### config.mk
export PLATFORM = sky130hd
export DESIGN_NAME = credit_throttle
export DESIGN_NICKNAME = d
export VERILOG_FILES = /design/src/rtl/credit_throttle.sv
export SDC_FILE = /design/constraint.sdc
export NUM_CORES = 1
export LEC_CHECK = 0
export ABC_AREA = 1
export BUFFER_PORTS_ARGS = -buffer_cell sky130_fd_sc_hd__buf_2
export CORE_ASPECT_RATIO = 1.4
export CORE_UTILIZATION = 50
export CTS_BUF_LIST = sky130_fd_sc_hd__clkbuf_2
export CTS_CLUSTER_DIAMETER = 150
export CTS_CLUSTER_SIZE = 25
export DETAILED_ROUTE_END_ITERATION = 7
export GPL_ROUTABILITY_DRIVEN = 1
export MAX_ROUTING_LAYER = met4
export PLACE_DENSITY = 0.82
export SLEW_MARGIN = 20
export SYNTH_ARGS = -nofsm -noshare
export SYNTH_HDL_FRONTEND = slang
export SYNTH_SLANG_ARGS = --single-unit
### constraint.sdc
create_clock -name clk -period 2.6 [get_ports clk]
set_input_delay 0.26 -clock clk [delete_from_list [all_inputs] [get_ports clk]]
set_output_delay 0.26 -clock clk [all_outputs]
set_load 0.005 [all_outputs]
### src/rtl/credit_throttle.sv
`timescale 1ns/1ps
module credit_throttle #(
  parameter int CW = 8
) (
  input  logic          clk,
  input  logic          rst_n,
  input  logic          link_up,
  input  logic [CW-1:0] p_init,
  input  logic [CW-1:0] np_init,
  input  logic          p_consume,
  input  logic          np_consume,
  input  logic          p_ret_vld,
  input  logic [CW-1:0] p_ret_amt,
  input  logic          np_ret_vld,
  input  logic [CW-1:0] np_ret_amt,
  input  logic          p_thr_we,
  input  logic [CW-1:0] p_thr_wdata,
  input  logic          np_thr_we,
  input  logic [CW-1:0] np_thr_wdata,
  output logic          p_af,
  output logic          np_af,
  output logic [CW-1:0] p_thr_eff,
  output logic [CW-1:0] np_thr_eff,
  output logic          p_uflow,
  output logic          np_uflow
);
  localparam logic [CW:0] MAXV = {1'b0, {CW{1'b1}}};

  logic          up_q;
  logic          rise;
  logic [CW-1:0] init_v [2];
  logic [CW-1:0] amt    [2];
  logic [CW-1:0] wdata  [2];
  logic [CW-1:0] cnt    [2];
  logic [CW-1:0] thr    [2];
  logic [CW-1:0] init_s [2];
  logic          cons   [2];
  logic          rvld   [2];
  logic          we     [2];
  logic          uf     [2];
  logic          af     [2];

  assign init_v[0] = p_init;      assign init_v[1] = np_init;
  assign amt[0]    = p_ret_amt;   assign amt[1]    = np_ret_amt;
  assign wdata[0]  = p_thr_wdata; assign wdata[1]  = np_thr_wdata;
  assign cons[0]   = p_consume;   assign cons[1]   = np_consume;
  assign rvld[0]   = p_ret_vld;   assign rvld[1]   = np_ret_vld;
  assign we[0]     = p_thr_we;    assign we[1]     = np_thr_we;

  assign rise = link_up & ~up_q;

  always_ff @(posedge clk) begin
    if (!rst_n) up_q <= 1'b0;
    else        up_q <= link_up;
  end

  for (genvar k = 0; k < 2; k++) begin : g_cls
    logic [CW-1:0] cand;
    logic [CW-1:0] lim;
    logic          take;
    logic [CW:0]   sum;

    assign lim  = rise ? init_v[k] : init_s[k];
    assign cand = we[k] ? wdata[k] : thr[k];
    assign take = cons[k] && (cnt[k] != '0);
    assign sum  = {1'b0, cnt[k]} + (rvld[k] ? {1'b0, amt[k]} : '0) - {{CW{1'b0}}, take};

    always_ff @(posedge clk) begin
      if (!rst_n) begin
        cnt[k]    <= '0;
        thr[k]    <= '0;
        init_s[k] <= '0;
        uf[k]     <= 1'b0;
      end else if (rise) begin
        cnt[k]    <= init_v[k];
        init_s[k] <= init_v[k];
        thr[k]    <= (cand < lim) ? cand : lim;
      end else if (up_q && link_up) begin
        cnt[k] <= (sum > MAXV) ? MAXV[CW-1:0] : sum[CW-1:0];
        if (we[k]) thr[k] <= (wdata[k] < lim) ? wdata[k] : lim;
        if (cons[k] && cnt[k] == '0) uf[k] <= 1'b1;
      end else begin
        cnt[k] <= '0;
        if (we[k]) thr[k] <= wdata[k];
      end
    end

    assign af[k] = ~up_q | (cnt[k] < thr[k]);
  end

  assign p_af       = af[0];
  assign np_af      = af[1];
  assign p_thr_eff  = thr[0];
  assign np_thr_eff = thr[1];
  assign p_uflow    = uf[0];
  assign np_uflow   = uf[1];
endmodule


==> summary.txt <==
Clocking
  • H-tree levels: 2
  • Clock transition at the registers of the reported paths: around 0.24 ns
  • Root buf cell: clkbuf_2
  • Num CTS Buffers: 5
  • Longest Clk Path Bufs: 2
  • CTS tree: done
  • Hold_buf cts: 0
  • Clk_lat worst skew: 0.43 ns
  • Sink Count: 51

Floorplan
  • Row Count: 43
  • Vert. Die Dim: 122 µm
  • Core Region: 0.0100 mm²
  • IO Count: 77
  • Die ar.: 0.0108 mm²
  • Initial Util: about half
  • Die Wd: 88.0 µm

Cells and area
  • Most frequent cells in the layout: nand2_1, inv_1, buf_4, buf_2
  • Proportion of layout cells with a drive suffix above 1: 30.8%
  • Number of diodes: 0
  • P&R area growth vs syn: 33.6%
  • Layout Cell Area excl Fill: 0.00692 mm²
  • Nets@finish: slightly above 1000
  • Filler cells: 799

Critical path
  • Critical Path Source: cnt[0][3]
  • Crit Path Category: register to register
  • Startpoint types: register
  • CP max stage cell: edfxtp_1
  • Worst EP required: 2.78 ns
  • CP cell instances: inv_1 -> nand4_1 -> nor2_2 -> nor2_1 -> ha_1 -> inv_1 -> ha_2 -> fa_2 -> nand3_2 -> nand2_2 -> nand2_1 -> o211ai_1 -> xor2_1 -> inv_2 -> o21ai_1 -> o21ai_0
  • Slowest stage delay, CP: 0.44 ns
  • Worst r2r src: cnt[0][3]
  • CP dominant cell by count: inv_1
  • Worst Setup End Kind: register
  • CP max FO: 7
  • CP arrival: ~3.1 ns

Synth
  • Main combinational cell family by area after synthesis: simple AND/OR/NAND/NOR gates
  • Prevailing post-synth register cell: edfxtp_1
  • Mapped Area: 0.00518 mm²
  • Area share of xor/xnor cells in the synthesized design: 1.86%
  • Mux cell area share after synthesis: 0%
  • Complex-gate fraction of the synthesized area: 13.0%
  • Synth Warn #: 0
  • Sequential element share of the synthesized area: 29.2%
  • #FFs+latches synth: 51
  • Cell variety after synth: 34
  • Simple-gate share of the synthesized area: 25.9%
  • Ys async rst share: 0%
  • Synthesized area per cell: 7.25 µm²
  • Post-synth EDFFs: 49
  • Syn Inst Count: 715
  • Post-Synth Adder-Cell Area: between 10% and 20%

Timing
  • Worst Tran Pin Value: 0.739 ns
  • F_max: ~340 MHz
  • Setup Skew: 0.0161 ns
  • Final Hold Fails: 0
  • Max-slew violation count: 0
  • RSZ-0062 raised after global routing: true
  • Slew headroom: slightly above 50%
  • Crit share post-route: 114%
  • Crit path time final: roughly 3.0 ns
  • PnR worst setup slack: -0.357 ns
  • WHS: 0.0802 ns
  • Final setup viols: 24

GRT
  • Antenna violations before repair: 0
  • First-pass GRT wire length: ~22 mm
  • Vias in the first global route: 5121
  • Global Route Usage Sum: 27.2%
  • Grt total ovfl: 0
  • Pin count of the biggest net entering global routing: 23

Drt
  • DR pass1 iterations: 5
  • DR WL/cell: 15.1 µm
  • DRC: 0
  • ANT nets after route: 0
  • Met2 Wirelength: 8.16 mm
  • Max Used Layer: met4
  • Metal-1 WL: 5.49 mm
  • DR WL met3: between 1 and 1.5 mm
  • Via density: around 5.5
  • Initial DRC count: 413
  • Routed wire length: approximately 16 mm
  • Routed via count: around 5700

Job
  • Max-cap viol count: 0

Outcome
  • Status: finished with violations
  • Violated checks: setup timing

Place
  • Port Buffer Count: 76
  • Final Wtd Congestion: 0.941
  • Post-Place Worst Slack: -0.230 ns
  • Placed wire-length estimate: between 10 and 15 mm
  • Dpl cell area: about 0.0061 mm²

Power and ir drop
  • VDD IR max: 0.314 mV
  • Total power draw: 2910 µW
  • Leakage Power: 0.00363 µW
  • Power Density: approximately 420 mW/mm²

Hold path
  • Hold Path Class: input pin to register
  • Min-Delay Startpoint: np_consume
==> routing by layer <==
layer	global-route usage, %	vias to the layer above
met5	-	-
met4	12.5	0
met3	2.96	76
met2	50.3	304
met1	28.6	2568
li1	-	2722
==> report_power, final <==
part           internal, µW  total, µW  leakage, µW  switching (µW)
clock network          56.9        304    0.0000262             247
registers               987       1040     0.000550            51.4
logic                   652       1570      0.00306             914
total                  1700       2910      0.00363            1210
==> logic make-up after synthesis <==
group / Yosys count
adders and majority gates: 76
DFF: 51
buffers and inverters: 156
and+or+nand+nor: 299
other: 1
AOI/OAI and AO/OA: 121
xor gates and xnor gates: 11
==> sequential cells by signal, indices dropped and copies added, names as in the netlist <==
name and count:
uf 2, cnt 16, init_s 16, thr 16
up_q 1
==> worst max-delay path, delay by kind of cell, from the launching register on <==
kind            cells  cell delay, ns
flops               1            0.44
xor+xnor            1            0.23
compound gates      3            0.32
fa+ha+maj           3            0.82
buf+inv             3            0.25
simple gates        6            0.66
==> what timing repair did <==
item / CTS / global route
buffers inserted: 20 / 25
resized for setup: 32 / 85
gates cloned: 0 / 3
setup endpoints to repair: 32 / 32
pin swaps: 11 / 43
==> final cells by class <==
class                   count  area [µm²]  share of cell area, %
inverters                 143         542                   7.83
flip-flops and latches     51        1510                   21.9
well taps                 135         169                   2.44
clock buffers               5        25.0                  0.362
clock inverters             2        8.76                  0.127
multi-input cells         524        3520                   50.9
repair buffers            172        1140                   16.5
==> synth_stat cells (4+ instances only) <==
master / instances / area [µm²]
a211oi_2: 4 / 50.1
a21oi_1: 41 / 205
a31oi_1: 4 / 25.0
clkbuf_1: 10 / 37.5
edfxtp_1: 49 / 1470
ha_1: 74 / 926
inv_1: 140 / 526
nand2_1: 148 / 556
nand2_2: 4 / 25.0
nand2_4: 6 / 67.6
nand3_1: 85 / 425
nand3b_1: 6 / 45.0
nand4_1: 5 / 31.3
nor2_1: 38 / 143
o21ai_0: 59 / 295
xnor2_1: 5 / 43.8
xor2_1: 6 / 52.6
==> per-stage QoR <==
step | std cells | utilization [%] | setup TNS [ns]
after floorplan | 730 | - | 0
after global placement | 977 | 61.2 | -2.63
after detailed placement | 977 | 61.2 | -4.76
after CTS | 1004 | 63.6 | -1.06
after global routing | 1032 | 69.2 | -7.47
final | 1032 | 69.2 | -3.81
==> final timing paths <==
| path | endpoint | slack [ns] | depth (start not counted) |
|---|---|---|---|
| max | cnt[0][7] | -0.36 | 16 |
| min | uf[1] | 0.08 | 2 |
| max reg2reg | cnt[0][7] | -0.36 | 16 |
| min reg2reg | uf[1] | 0.50 | 1 |
Power figures use the tool's default switching activity.
